==> src/rtl/fbf_pkg.sv <==
package fbf_pkg;

  typedef enum logic [2:0] {
    OP_RESET   = 3'd0,
    OP_STANDBY = 3'd1,
    OP_READ    = 3'd2,
    OP_LATCH   = 3'd3,
    OP_WRITE   = 3'd4,
    OP_OUTDIS  = 3'd5
  } bus_op_e;

endpackage

==> src/rtl/fbf_sync.sv <==
module fbf_sync #(
  parameter int           W       = 1,
  parameter int           STAGES  = 2,
  parameter logic [W-1:0] RST_VAL = '0
) (
  input  logic         clk,
  input  logic         rst_n,
  input  logic [W-1:0] d,
  output logic [W-1:0] q
);

  logic [STAGES-1:0][W-1:0] chain_q;

  always_ff @(posedge clk or negedge rst_n) begin
    if (!rst_n) begin
      for (int i = 0; i < STAGES; i++) chain_q[i] <= RST_VAL;
    end else begin
      chain_q[0] <= d;
      for (int i = 1; i < STAGES; i++) chain_q[i] <= chain_q[i-1];
    end
  end

  assign q = chain_q[STAGES-1];

endmodule

==> src/rtl/fbf_pulse_qual.sv <==
module fbf_pulse_qual #(
  parameter int MIN_CYC = 3
) (
  input  logic clk,
  input  logic rst_n,
  input  logic level,
  input  logic keep,
  output logic end_ok
);

  generate
    if (MIN_CYC <= 1) begin : g_edge
      logic seen_q;

      always_ff @(posedge clk or negedge rst_n) begin
        if (!rst_n) seen_q <= 1'b0;
        else        seen_q <= level;
      end

      assign end_ok = seen_q && !level && keep;
    end else begin : g_count
      localparam int            CW   = $clog2(MIN_CYC + 1);
      localparam logic [CW-1:0] CMAX = CW'(MIN_CYC);
      logic [CW-1:0] run_q;
      logic [CW-1:0] run_d;

      always_comb begin
        if (!level)             run_d = '0;
        else if (run_q != CMAX) run_d = run_q + CW'(1);
        else                    run_d = run_q;
      end

      always_ff @(posedge clk or negedge rst_n) begin
        if (!rst_n) run_q <= '0;
        else        run_q <= run_d;
      end

      assign end_ok = (run_q == CMAX) && !level && keep;
    end
  endgenerate

  AST_END_FOLLOWS_LEVEL: assert property (@(posedge clk) disable iff (!rst_n)
    end_ok |-> $past(level));

endmodule

==> src/rtl/fbf_op_decode.sv <==
module fbf_op_decode
  import fbf_pkg::*;
(
  input  logic    ce_n,
  input  logic    we_n,
  input  logic    oe_n,
  input  logic    le_n,
  input  logic    hw_rst_n,
  output bus_op_e op
);

  always_comb begin
    if (!hw_rst_n)  op = OP_RESET;
    else if (ce_n)  op = OP_STANDBY;
    else if (!oe_n) op = OP_READ;
    else if (!le_n) op = OP_LATCH;
    else if (!we_n) op = OP_WRITE;
    else            op = OP_OUTDIS;
  end

endmodule

==> src/rtl/flash_bus_frontend.sv <==
module flash_bus_frontend
  import fbf_pkg::*;
#(
  parameter int ADDR_W      = 22,
  parameter int DATA_W      = 16,
  parameter int MIN_LOW_CYC = 3,
  parameter int SYNC_STAGES = 2
) (
  input  logic              clk,
  input  logic              rst_n,
  input  logic              bus_ce_n,
  input  logic              bus_we_n,
  input  logic              bus_oe_n,
  input  logic              bus_le_n,
  input  logic              bus_rst_n,
  input  logic [ADDR_W-1:0] bus_addr,
  input  logic [DATA_W-1:0] bus_din,
  output logic [2:0]        op_state,
  output logic              dq_drive_en,
  output logic [ADDR_W-1:0] latched_addr,
  output logic              cmd_stb,
  output logic [ADDR_W-1:0] cmd_addr,
  output logic [DATA_W-1:0] cmd_data
);

  localparam int NPIN  = 5;
  localparam int BUS_W = ADDR_W + DATA_W;
  localparam int LE_MIN = 1;

  // synchronized pins, inactive (high) out of reset
  logic [NPIN-1:0] pin_s;
  logic [BUS_W-1:0] bus_s;
  logic ce_s, we_s, oe_s, le_s, rp_s;
  logic [ADDR_W-1:0] addr_s;
  logic [DATA_W-1:0] data_s;

  fbf_sync #(.W(NPIN), .STAGES(SYNC_STAGES), .RST_VAL({NPIN{1'b1}})) u_pin_sync (
    .clk   (clk),
    .rst_n (rst_n),
    .d     ({bus_rst_n, bus_le_n, bus_oe_n, bus_we_n, bus_ce_n}),
    .q     (pin_s)
  );

  fbf_sync #(.W(BUS_W), .STAGES(SYNC_STAGES), .RST_VAL('0)) u_bus_sync (
    .clk   (clk),
    .rst_n (rst_n),
    .d     ({bus_addr, bus_din}),
    .q     (bus_s)
  );

  assign ce_s   = pin_s[0];
  assign we_s   = pin_s[1];
  assign oe_s   = pin_s[2];
  assign le_s   = pin_s[3];
  assign rp_s   = pin_s[4];
  assign addr_s = bus_s[BUS_W-1:DATA_W];
  assign data_s = bus_s[DATA_W-1:0];

  // write window: overlap of chip enable and write enable under legal side levels
  logic wr_level, wr_keep, wr_evt;
  assign wr_level = !ce_s && !we_s && oe_s && le_s && rp_s;
  assign wr_keep  = oe_s && le_s && rp_s;

  fbf_pulse_qual #(.MIN_CYC(MIN_LOW_CYC)) u_wr_qual (
    .clk    (clk),
    .rst_n  (rst_n),
    .level  (wr_level),
    .keep   (wr_keep),
    .end_ok (wr_evt)
  );

  // address window: latch enable low with chip selected
  logic al_level, al_keep, al_evt;
  assign al_level = !ce_s && !le_s && rp_s;
  assign al_keep  = !ce_s && rp_s;

  fbf_pulse_qual #(.MIN_CYC(LE_MIN)) u_al_qual (
    .clk    (clk),
    .rst_n  (rst_n),
    .level  (al_level),
    .keep   (al_keep),
    .end_ok (al_evt)
  );

  bus_op_e op_cur;

  fbf_op_decode u_decode (
    .ce_n     (ce_s),
    .we_n     (we_s),
    .oe_n     (oe_s),
    .le_n     (le_s),
    .hw_rst_n (rp_s),
    .op       (op_cur)
  );

  // next-state
  bus_op_e           op_q, op_d;
  logic              drv_q, drv_d;
  logic [ADDR_W-1:0] lat_q, lat_d;
  logic              stb_q, stb_d;
  logic [ADDR_W-1:0] caddr_q;
  logic [DATA_W-1:0] cdata_q;
  logic              cmd_en;

  always_comb begin
    op_d   = op_cur;
    drv_d  = (op_cur == OP_READ);
    stb_d  = wr_evt;
    cmd_en = wr_evt;
    if (!rp_s)       lat_d = '0;
    else if (al_evt) lat_d = addr_s;
    else             lat_d = lat_q;
  end

  // registers
  always_ff @(posedge clk or negedge rst_n) begin
    if (!rst_n) begin
      op_q  <= OP_STANDBY;
      drv_q <= 1'b0;
      lat_q <= '0;
      stb_q <= 1'b0;
    end else begin
      op_q  <= op_d;
      drv_q <= drv_d;
      lat_q <= lat_d;
      stb_q <= stb_d;
    end
  end

  always_ff @(posedge clk or negedge rst_n) begin
    if (!rst_n) begin
      caddr_q <= '0;
      cdata_q <= '0;
    end else if (cmd_en) begin
      caddr_q <= lat_q;
      cdata_q <= data_s;
    end
  end

  assign op_state     = op_q;
  assign dq_drive_en  = drv_q;
  assign latched_addr = lat_q;
  assign cmd_stb      = stb_q;
  assign cmd_addr     = caddr_q;
  assign cmd_data     = cdata_q;

  AST_DRIVE_OFF_OE_HIGH: assert property (@(posedge clk) disable iff (!rst_n)
    oe_s |=> !dq_drive_en);

  AST_LE_NEEDS_CE: assert property (@(posedge clk) disable iff (!rst_n)
    (ce_s && rp_s) |=> $stable(latched_addr));

  AST_ONE_PULSE: assert property (@(posedge clk) disable iff (!rst_n)
    cmd_stb |=> !cmd_stb);

  AST_NO_STB_LE_LOW: assert property (@(posedge clk) disable iff (!rst_n)
    !le_s |=> !cmd_stb);

  AST_RESET_CLEARS: assert property (@(posedge clk) disable iff (!rst_n)
    !rp_s |=> (!cmd_stb && latched_addr == '0 && !dq_drive_en));

  AST_STANDBY_NO_STROBE: assert property (@(posedge clk) disable iff (!rst_n)
    (ce_s && $past(ce_s)) |=> !cmd_stb);

endmodule

==> config.mk <==
export PLATFORM = sky130hd
export DESIGN_NAME = flash_bus_frontend
export DESIGN_NICKNAME = d
export VERILOG_FILES = /design/src/rtl/fbf_pkg.sv /design/src/rtl/fbf_sync.sv /design/src/rtl/fbf_pulse_qual.sv /design/src/rtl/fbf_op_decode.sv /design/src/rtl/flash_bus_frontend.sv
export SDC_FILE = /design/constraint.sdc
export NUM_CORES = 1
export LEC_CHECK = 0
export ABC_AREA = 1
export CORE_UTILIZATION = 40
export CTS_BUF_LIST = sky130_fd_sc_hd__clkbuf_16
export CTS_CLUSTER_DIAMETER = 30
export DETAILED_ROUTE_END_ITERATION = 8
export PLACE_DENSITY = 0.77
export RECOVER_POWER = 50
export SYNTH_ARGS = -nofsm -noshare
export SYNTH_HDL_FRONTEND = slang
export SYNTH_HIERARCHICAL = 1
export SYNTH_SLANG_ARGS = --single-unit
==> constraint.sdc <==
create_clock -name clk -period 3.7 [get_ports clk]
set_clock_uncertainty 0.1 [all_clocks]
set_input_delay 0.925 -clock clk [delete_from_list [all_inputs] [get_ports clk]]
set_output_delay 0.925 -clock clk [all_outputs]
set_load 0.01 [all_outputs]
==> results.sh, run 1 <==
export IMPL_syn_nets=474
export IMPL_track_usage_pct=14.7
export IMPL_period_minus_slack_ns=2.64
export IMPL_end_kind="register"
export IMPL_synth_top_cell_by_area="dfrtp_1"
export IMPL_post_route_util_pct=53.1
export IMPL_clock_root_buffer="clkbuf_16"
export IMPL_yosys_top_cells_count="dfrtp_1 (143), nand2_1 (69), buf_4 (50)"
export IMPL_grt_pass1_vias=2921
export IMPL_ys_ff_latch=154
export IMPL_max_slew_margin_pct=-25.8
export IMPL_drive_gt1_share_pct=9.59
export IMPL_async_reset_ff_share_pct=100
export IMPL_rrSetupSlack_ns=1.06
export IMPL_synth_area_leaders="dfrtp_1 (68%), buf_4 (7.1%), dfstp_2 (5.5%), nand2_1 (4.9%), nand3_1 (4.7%)"
export IMPL_drtIter0Drc=193
export IMPL_cp_max_fo=47
export IMPL_fp_dieH_microns=117
export IMPL_required_ns=3.90
export IMPL_grt_pass1_wl_mm=14.4
export IMPL_rr_worst_depth=7
export IMPL_cts_sinks=154
export IMPL_critPathMaxStageDelay_ns=0.98
export IMPL_clk_insertion_delay_late_ns=0.42
export IMPL_synth_cells=428
export IMPL_worst_pin_slew_ns=1.89
export IMPL_port_buffers=109
export IMPL_hold_buffers=0
export IMPL_startpoint_type="register"
export IMPL_yosysSeqAreaShare_pct=73.5
export IMPL_syn_area_per_cell_sq_um=12.3
export IMPL_post_cts_buffers=0
export IMPL_overflow=0
export IMPL_failed_checks="max-capacitance violations, max-slew violations"
export IMPL_r2r_end="latched_addr[14]$_DFFE_PN0P_"
export IMPL_rsz0062_at_grt="false"
export IMPL_synthFlopType="dfrtp_1"
export IMPL_ant_nets=0
export IMPL_vdd_drop_max_uv=344
export IMPL_crit_reg2reg_launch="u_pin_sync/q[4]$_DFF_PN1_"
export IMPL_min_to="u_bus_sync/q[18]$_DFF_PN0_"
export IMPL_synth_top_area_share_pct=68.0
export IMPL_worstPathArrival_ns=2.84
export IMPL_cts_resized=0
export IMPL_synth_edf_count=0
export IMPL_first_pass_iters=4
export IMPL_initial_core_util_pct=41.4
export IMPL_hold_viol=0
export IMPL_clk_path_buf_depth=2
export IMPL_setup_viol=0
export IMPL_areaGrowthSynthToFinish_pct=28.3
export IMPL_grt_max_degree=81
export IMPL_viasPerCell=4.29
export IMPL_fin_setup_tns_ns=0
export IMPL_crit_top_cell="nand2_1"
export IMPL_finalPower_mw=3.61
export IMPL_synth_most_common_cell="dfrtp_1"
export IMPL_maxCapViolations=1
export IMPL_yosysWarnings=6
export IMPL_io_pins=110
export IMPL_htreeDepth=4
export IMPL_hp_class="reg2reg"
export IMPL_cts_tree="yes"
export IMPL_min_period_over_period_pct=71.3
export IMPL_antenna_found_initial=0
export IMPL_post_place_ws_ns=1.10
export IMPL_setup_slack_ns=1.06
export IMPL_slew_viol_final=80
export IMPL_hold_depth=0
export IMPL_clk_pin_slew_worst_paths_ns=0.06
export IMPL_n_antenna_cell=0
export IMPL_row_count=41
export IMPL_vias=2930
export IMPL_synth_cell_type_count=19
export IMPL_ff_latch_area_sq_um=3870
export IMPL_status="finished with violations"
export IMPL_die_area_sq_um=13600
export IMPL_place_congestion=0.753
export IMPL_drc=0
export IMPL_wl_mm=8.83
export IMPL_critical_path_class="reg2reg"
export IMPL_nets=544
export IMPL_syn_area_sq_um=5260
export IMPL_min_delay_start="u_bus_sync/chain_q[18]$_DFF_PN0_"
export IMPL_coreArea_sq_um=12700
export IMPL_routedWlPerCell_microns=12.9
export IMPL_filler_cell_count=1095
export IMPL_p_leak_nw=3.04
export IMPL_multi_input_area_sq_um=767
export IMPL_power_density_nw_per_um2=534
export IMPL_die_x_microns=117
export IMPL_worstPathCellList="inv_1 -> nor2_1 -> nand2_1 -> nor2_2 -> inv_2 -> nand3_1 -> nand2_1"
export IMPL_dpl_hpwl_mm=6.15
export IMPL_cts_made_buffers=17
export IMPL_max_freq_mhz=379
export IMPL_crit_slowest_cell="dfstp_2"
==> worst max path at each step <==
| stage | startpoint | endpoint | slack [ns] | depth (start not counted) |
|---|---|---|---|---|
| floorplan | u_pin_sync/q[4]$_DFF_PN1_ | cmd_data[0]$_DFFE_PN0P_ | 1.93 | 9 |
| global placement | u_pin_sync/q[4]$_DFF_PN1_ | latched_addr[19]$_DFFE_PN0P_ | 1.19 | 7 |
| detailed placement | u_pin_sync/q[4]$_DFF_PN1_ | latched_addr[2]$_DFFE_PN0P_ | 1.10 | 7 |
| CTS | u_pin_sync/q[4]$_DFF_PN1_ | latched_addr[11]$_DFFE_PN0P_ | 1.07 | 7 |
| global route | u_pin_sync/q[4]$_DFF_PN1_ | latched_addr[9]$_DFFE_PN0P_ | 0.79 | 7 |
| finish | u_pin_sync/q[4]$_DFF_PN1_ | latched_addr[14]$_DFFE_PN0P_ | 1.06 | 7 |
==> layer usage <==
| metal | share of wire, % | track usage (%) | routed length [microns] |
|---|---|---|---|
| met5 | 0 | 0 | 0 |
| met4 | 2.7 | 10.5 | 240 |
| met3 | 5.7 | 4.62 | 504 |
| met2 | 50 | 22.7 | 4420 |
| met1 | 41 | 17.5 | 3660 |
==> state kept, by name, indices dropped and copies added (netlist names) <==
register                 count
u_bus_sync/chain_q          38
u_wr_qual/g_count.run_q      2
u_bus_sync/q                38
u_pin_sync/q                 5
cmd_stb                      1
latched_addr                22
u_pin_sync/chain_q           5
cmd_data                    16
cmd_addr                    22
u_al_qual/g_edge.seen_q      1
dq_drive_en                  1
op_state                     3
==> metrics by stage <==
stage / area [sq um] / std cells / hold slack [ns]
after floorplan: 5260 / 428 / 0.231
after global placement: 6150 / 651 / 0.233
after detailed placement: 6150 / 651 / 0.235
after CTS: 6760 / 683 / 0.248
after global routing: 6750 / 683 / 0.251
final: 6750 / 683 / 0.246
==> cells in the final DEF (no fill, tap or decap) <==
cell             count
dfrtp_1            143
clkinv_1             1
nor3_2               1
clkinv_4             2
o21ai_0             38
a21oi_2              1
clkbuf_2             1
clkbuf_16           17
nor2_4               1
nor3_1               1
nor2_2               1
nor2_1               3
clkinvlp_4           1
dlygate4sd3_1       43
buf_4                1
clkinv_2             3
nor3b_1              1
clkdlybuf4s50_1     65
bufinv_16            4
buf_12               1
nand2_1             69
inv_2                3
dfstp_2             11
nand3_1             49
inv_1               48
ha_1                 1
inv_6                1
==> kinds of logic (layout without fill, tap and decap cells) <==
group | count (synthesis) | after routing | share of synthesized area, %
buffers and inverters | 108 | 191 | 12.1
and+or+nand+nor | 126 | 126 | 10.4
DFF | 154 | 154 | 73.5
adders and majority gates | 1 | 1 | 0.238
AOI/OAI and AO/OA | 39 | 39 | 3.78
==> area by class of cell <==
class	instances	share of cell area, %
clock buffers	17	6.30
clock inverters	15	2.72
inverters	48	2.67
multi-input cells	166	11.4
flip-flops and latches	154	57.3
well taps	172	3.19
repair buffers	111	16.5
==> power by group <==
part	switching (mW)	leakage, nW	total [mW]	internal [mW]
clock network	0.626	0.308	1.74	1.12
registers	0.0251	1.93	1.77	1.74
logic	0.0491	0.802	0.0946	0.0455
==> worst max-delay path, delay by kind of cell (launching register included) <==
family	cells	cell delay, ns
and+or+nand+nor	5	1.00
DFF	1	0.98
buffers and inverters	2	0.45
(Power assumes the default switching activity.)
==> run 2, diff against run 1 <==
- clock period: 3.7 -> 2.5 ns (I/O delays scaled with it)
==> run 2 against run 1 <==
- the run now ends clean
- final cell count grew 0.73%
- combinational power rose by 64%
- first-iteration DRC count is 9.3% higher
- global-route usage fell by 0.082 points
- worst hold slack about the same
- sequential cell count unchanged
- routed wire length is 6.1% higher
- largest power group unchanged
- critical endpoint is now cmd_data[0]$_DFFE_PN0P_
- critical path depth down 1
- critical path type unchanged
- largest cell class unchanged
==> results.sh, run 2 (synthesis results as in run 1) <==
export IMPL_crit_reg2reg_launch="u_pin_sync/q[3]$_DFF_PN1_"
export IMPL_cts_tree="yes"
export IMPL_vdd_drop_max_uv=456
export IMPL_port_buffers=109
export IMPL_swShare_pct=20.2
export IMPL_n_antenna_cell=0
export IMPL_clock_root_buffer="clkbuf_16"
export IMPL_worstSetupPathDepth=6
export IMPL_antenna_found_initial=0
export IMPL_min_period_over_period_pct=87.9
export IMPL_clk_insertion_delay_late_ns=0.41
export IMPL_final_area_sq_um=6790
export IMPL_initial_core_util_pct=41.4
export IMPL_filler_cell_count=1095
export IMPL_clk_path_buf_depth=2
export IMPL_slew_viol_final=0
export IMPL_hold_depth=0
export IMPL_required_ns=2.68
export IMPL_p_int_mw=4.15
export IMPL_row_count=41
export IMPL_seqPwrFrac_pct=50.2
export IMPL_clk_pin_slew_worst_paths_ns=0.06
export IMPL_wl_met3_microns=563
export IMPL_cp_max_fo=29
export IMPL_max_slew_margin_pct=34.9
export IMPL_maxCapViolations=0
export IMPL_final_cell_count_no_fill=688
export IMPL_final_common_cell="dfrtp_1"
export IMPL_met2_length_mm=4.69
export IMPL_min_delay_start="u_bus_sync/chain_q[11]$_DFF_PN0_"
export IMPL_drt_met1_wl_mm=3.90
export IMPL_crit_slowest_cell="dfstp_2"
export IMPL_grt_pass1_wl_mm=14.5
export IMPL_die_area_sq_um=13600
export IMPL_hp_class="reg2reg"
export IMPL_htreeDepth=4
export IMPL_coreArea_sq_um=12700
export IMPL_power_frac_clock_pct=46.9
export IMPL_worstPathCellList="nand3_1 -> nor2_1 -> nor2_4 -> buf_4 -> nand2_1 -> o21ai_0"
export IMPL_worst_pin_slew_ns=0.975
export IMPL_hold_viol=0
export IMPL_fp_dieH_microns=117
export IMPL_p_comb_share_pct=3.0
export IMPL_finalPower_mw=5.20
export IMPL_end_kind="register"
export IMPL_dpl_hpwl_mm=6.29
export IMPL_layout_common_cells="dfrtp_1 (143), nand2_1 (69), clkdlybuf4s50_1 (65)"
export IMPL_p_leak_nw=3.06
export IMPL_first_pass_iters=5
export IMPL_power_density_nw_per_um2=766
export IMPL_die_x_microns=117
export IMPL_routedWlPerCell_microns=13.6
export IMPL_crit_buf_inv=1
export IMPL_worstPathArrival_ns=2.37
export IMPL_rr_worst_depth=6
export IMPL_track_usage_pct=14.6
export IMPL_place_congestion=0.787
export IMPL_routed_top_layer="met4"
export IMPL_status="finished, final reports clean"
export IMPL_grt_pass1_vias=2972
export IMPL_drive_gt1_share_pct=10.3
export IMPL_max_freq_mhz=455
export IMPL_crit_start="u_pin_sync/q[3]$_DFF_PN1_"
export IMPL_dpl_instance_area_sq_um=6180
export IMPL_wl_mm=9.37
export IMPL_grt_max_degree=79
export IMPL_cts_made_buffers=17
export IMPL_drc=0
export IMPL_ant_nets=0
export IMPL_path_delay_family="simple AND/OR/NAND/NOR gates"
export IMPL_viasPerCell=4.33
export IMPL_drtIter0Drc=211
export IMPL_overflow=0
export IMPL_setup_viol=0
export IMPL_io_pins=110
export IMPL_cts_sinks=154
export IMPL_period_minus_slack_ns=2.20
export IMPL_startpoint_type="register"
export IMPL_rsz0062_at_grt="false"
export IMPL_hold_ws_ns=0.246
export IMPL_post_cts_buffers=0
export IMPL_critical_path_class="reg2reg"
export IMPL_areaGrowthSynthToFinish_pct=28.9
export IMPL_critPathMaxStageDelay_ns=0.56
export IMPL_nets=549
export IMPL_dpl_cell_count=653
export IMPL_vias=2981
export IMPL_switching_power_mw=1.05
==> run 2: changes by cell type in the layout (fill, tap and decap cells not counted), sizes merged <==
cell,delta
buf,+2
bufinv,-4
clkbuf,+4
clkinvlp,-1
dlygate4sd3,+1
inv,+1
nor2,+2
==> run 2: layer usage <==
metal	vias to the layer above	track usage, %
li1	1453	-
met1	1405	17.5
met2	106	23.0
met3	17	5.24
met4	0	8.27
met5	-	0
==> run 2: worst paths after layout <==
check | endpoint | slack [ns]
max | cmd_data[0]$_DFFE_PN0P_ | 0.30
min reg2reg | u_bus_sync/q[11]$_DFF_PN0_ | 0.25
max reg2reg | cmd_data[0]$_DFFE_PN0P_ | 0.30
min in group asynchronous | op_state[2]$_DFF_PN0_ | 0.74
max in group asynchronous | cmd_addr[11]$_DFFE_PN0P_ | 0.42
min | u_bus_sync/q[11]$_DFF_PN0_ | 0.25
==> run 2: power groups by stage <==
| stage | Sequential [mW] | Clock (mW) | Combinational [mW] |
|---|---|---|---|
| after floorplan | 2.64 | 0 | 0.0802 |
| after global placement | 2.65 | 0 | 0.168 |
| after detailed placement | 2.65 | 0 | 0.174 |
| after CTS | 2.61 | 2.50 | 0.176 |
| after global routing | 2.61 | 2.62 | 0.176 |
| final | 2.61 | 2.44 | 0.155 |
==> run 2: layout make-up <==
class                      count  area (sq um)  share of cell area, %
sequential                   154          3870                   57.0
multi-input combinational    168           790                   11.6
timing repair buffer         114          1140                   16.8
inverter                      48           180                   2.66
clock inverter                11          66.3                  0.977
clock buffer                  21           526                   7.74
tap                          172           215                   3.17
==> run 2: worst reg2reg max path, cell delays in order (launching register included) <==
cell and delay (ns):
dfstp_2 0.56, nand3_1 0.11, nor2_1 0.56, nor2_4 0.27, buf_4 0.31, nand2_1 0.09
o21ai_0 0.08
==> run 2: metrics by stage <==
| step | utilization [%] | setup TNS (ns) | setup WS (ns) |
|---|---|---|---|
| floorplan | - | 0 | 0.727 |
| global placement | 48.6 | 0 | 0.0787 |
| detailed placement | 48.6 | -0.305 | -0.0357 |
| CTS | 53.3 | 0 | 0.159 |
| global route | 53.3 | 0 | 0.0837 |
| finish | 53.3 | 0 | 0.303 |
==> run 2: timing repair <==
item | 4_1_cts | 5_1_grt
hold buffers | 1 | 0
hold endpoints to repair | 11 | 0
setup endpoints to repair | 22 | 27
pin swaps | 0 | 2
gates resized for setup | 1 | 1
gates cloned | 0 | 2
==> run 3, diff against run 2 <==
- ABC_AREA: 1 -> unset
- CORE_ASPECT_RATIO: unset -> 1.75
- RECOVER_POWER: 50 -> 25
==> run 3 against run 2 <==
- the run now ends with max-capacitance violations, max-slew violations left
- total power grew 1.7%
- fmax shrank 0.14%
- first-iteration DRC count shrank 75%
- worst hold slack lost 0.0018 ns
- global-route usage grew 0.19 points
- combinational power grew 13%
- die area grew 0.37%
- final area grew 1.2%
- critical endpoint is now op_state[0]
- largest cell class unchanged
- largest power group unchanged
- highest routed layer unchanged
==> results.sh, run 3 <==
export IMPL_status="finished with violations"
export IMPL_failed_checks="max-capacitance violations, max-slew violations"
export IMPL_row_count=55
export IMPL_die_x_microns=88.8
export IMPL_met2_usage_pct=26.6
export IMPL_hp_class="reg2reg"
export IMPL_synthFlopType="dfrtp_1"
export IMPL_n_antenna_cell=0
export IMPL_post_cts_buffers=0
export IMPL_ys_ff_latch=154
export IMPL_crit_slowest_cell="clkdlybuf4s50_1"
export IMPL_grt_pass1_vias=2888
export IMPL_path_delay_family="buffers and inverters"
export IMPL_port_buffers=109
export IMPL_fp_dieH_microns=154
export IMPL_die_area_sq_um=13700
export IMPL_antenna_found_initial=0
export IMPL_final_common_cell="dfrtp_1"
export IMPL_crit_buf_inv=1
export IMPL_yosys_top_cells_count="dfrtp_1 (143), buf_4 (44), mux2i_1 (23), nor2b_1 (23), mux2_4 (20)"
export IMPL_required_ns=1.77
export IMPL_dpl_cell_count=546
export IMPL_post_place_ws_ns=0.399
export IMPL_syn_area_per_cell_sq_um=17.0
export IMPL_setup_slack_ns=0.300
export IMPL_synth_edf_count=0
export IMPL_synth_area_leaders="dfrtp_1 (68%), buf_4 (6.3%), mux2_4 (5.7%), dfstp_2 (5.5%), mux2i_1 (4.4%)"
export IMPL_clock_root_buffer="clkbuf_16"
export IMPL_synth_top_area_share_pct=67.8
export IMPL_syn_area_sq_um=5280
export IMPL_clk_path_buf_depth=2
export IMPL_synth_cell_type_count=25
export IMPL_yosysSeqAreaShare_pct=73.3
export IMPL_period_minus_slack_ns=2.20
export IMPL_drc=0
export IMPL_grt_busiest_layer="met2"
export IMPL_hold_depth=0
export IMPL_place_congestion=0.751
export IMPL_synth_top_cell_by_area="dfrtp_1"
export IMPL_hold_viol=0
export IMPL_rr_worst_depth=5
export IMPL_use_met1_pct=15.4
export IMPL_track_usage_pct=14.8
export IMPL_cts_tree="yes"
export IMPL_grtUsageMet3_pct=3.49
export IMPL_drtIter0Drc=53
export IMPL_yosysWarnings=6
export IMPL_multi_input_area_sq_um=1010
export IMPL_grt_max_degree=62
export IMPL_final_cell_count_no_fill=578
export IMPL_filler_cell_count=1064
export IMPL_wl_mm=8.86
export IMPL_cts_sinks=154
export IMPL_coreArea_sq_um=12900
export IMPL_grt_pass1_wl_mm=14.8
export IMPL_htreeDepth=4
export IMPL_startpoint_type="register"
export IMPL_drive_gt1_share_pct=22.4
export IMPL_rsz0062_at_grt="false"
export IMPL_vias=2540
export IMPL_async_reset_ff_share_pct=100
export IMPL_io_pins=110
export IMPL_synth_most_common_cell="dfrtp_1"
export IMPL_viasPerCell=4.39
export IMPL_critPathMaxStageDelay_ns=0.55
export IMPL_synth_cells=310
export IMPL_clk_insertion_delay_late_ns=0.40
export IMPL_layout_common_cells="dfrtp_1 (143), clkdlybuf4s50_1 (106), mux2i_1 (23), nor2b_1 (23), mux2_4 (20)"
export IMPL_overflow=0
export IMPL_clk_pin_slew_worst_paths_ns=0.06
export IMPL_ff_latch_area_sq_um=3870
export IMPL_worstPathArrival_ns=1.47
export IMPL_cts_resized=0
export IMPL_setup_viol=0
export IMPL_power_density_nw_per_um2=770
export IMPL_cts_made_buffers=17
export IMPL_routedWlPerCell_microns=15.3
export IMPL_nets=440
export IMPL_dpl_hpwl_mm=6.22
export IMPL_worst_pin_slew_ns=1.58
export IMPL_fin_setup_tns_ns=0
export IMPL_slew_viol_final=60
export IMPL_initial_core_util_pct=41.0
export IMPL_first_pass_iters=4
export IMPL_min_period_over_period_pct=88.0
export IMPL_maxCapViolations=1
export IMPL_max_slew_margin_pct=-5.05
export IMPL_syn_nets=356
export IMPL_max_freq_mhz=455
export IMPL_worstSetupPathDepth=1
export IMPL_areaGrowthSynthToFinish_pct=30.2
export IMPL_ant_nets=0
export IMPL_post_route_util_pct=53.4
export IMPL_vdd_drop_max_uv=395
export IMPL_end_kind="output pin"
export IMPL_worstPathCellList="clkdlybuf4s50_1"
export IMPL_critical_path_class="reg2out"
export IMPL_cp_max_fo=1
export IMPL_p_leak_nw=3.02
export IMPL_hold_buffers=0
-- run 3: cells by family (layout without fill, tap and decap cells) --
kind of cell	after synthesis	count (layout)	synth area share (%)
compound gates	2	2	0.261
fa+ha+maj	1	1	0.237
mux	61	61	13.9
buf+inv	53	150	7.64
xor+xnor	1	1	0.166
flops	154	154	73.3
simple gates	38	38	4.48
-- run 3: layout make-up --
type	count	share of cell area, %
Multi-Input combinational cell	103	14.8
Sequential cell	154	56.3
Clock inverter	15	2.31
Tap cell	171	3.12
Timing Repair Buffer	117	17.2
Inverter	1	0.0547
Clock buffer	17	6.20
-- run 3: per-stage QoR --
stage	power [mW]	hold WS, ns	instance area (sq um)
floorplan	2.72	0.229	5280
global placement	2.83	0.232	6290
detailed placement	2.84	0.236	6290
CTS	5.37	0.109	6870
global route	5.50	0.254	6870
finish	5.29	0.244	6870
-- run 3: report_power, final --
| group | internal (mW) | leakage (nW) | switching (mW) | total (mW) |
|---|---|---|---|---|
| clock | 1.55 | 0.293 | 0.950 | 2.50 |
| combinational | 0.0968 | 0.790 | 0.0781 | 0.175 |
| sequential | 2.58 | 1.93 | 0.0313 | 2.61 |
-- run 3: path summary, 6_finish.rpt --
kind,from,to,slack [ns]
setup reg to reg,u_pin_sync/q[4]$_DFF_PN1_,cmd_addr[0]$_DFFE_PN0P_,0.40
max in group asynchronous,rst_n,u_pin_sync/q[1]$_DFF_PN1_,0.75
hold reg to reg,u_bus_sync/chain_q[21]$_DFF_PN0_,u_bus_sync/q[21]$_DFF_PN0_,0.24
min in group asynchronous,rst_n,u_bus_sync/q[9]$_DFF_PN0_,0.50
hold / removal,u_bus_sync/chain_q[21]$_DFF_PN0_,u_bus_sync/q[21]$_DFF_PN0_,0.24
setup / recovery,op_state[0]$_DFF_PN1_,op_state[0],0.30
-- run 3: layer usage --
layer  wire, microns  part of all wire [%]
met4             229                   2.6
met3             316                   3.6
met5               0                     0
met1            3140                    35
met2            5170                    58
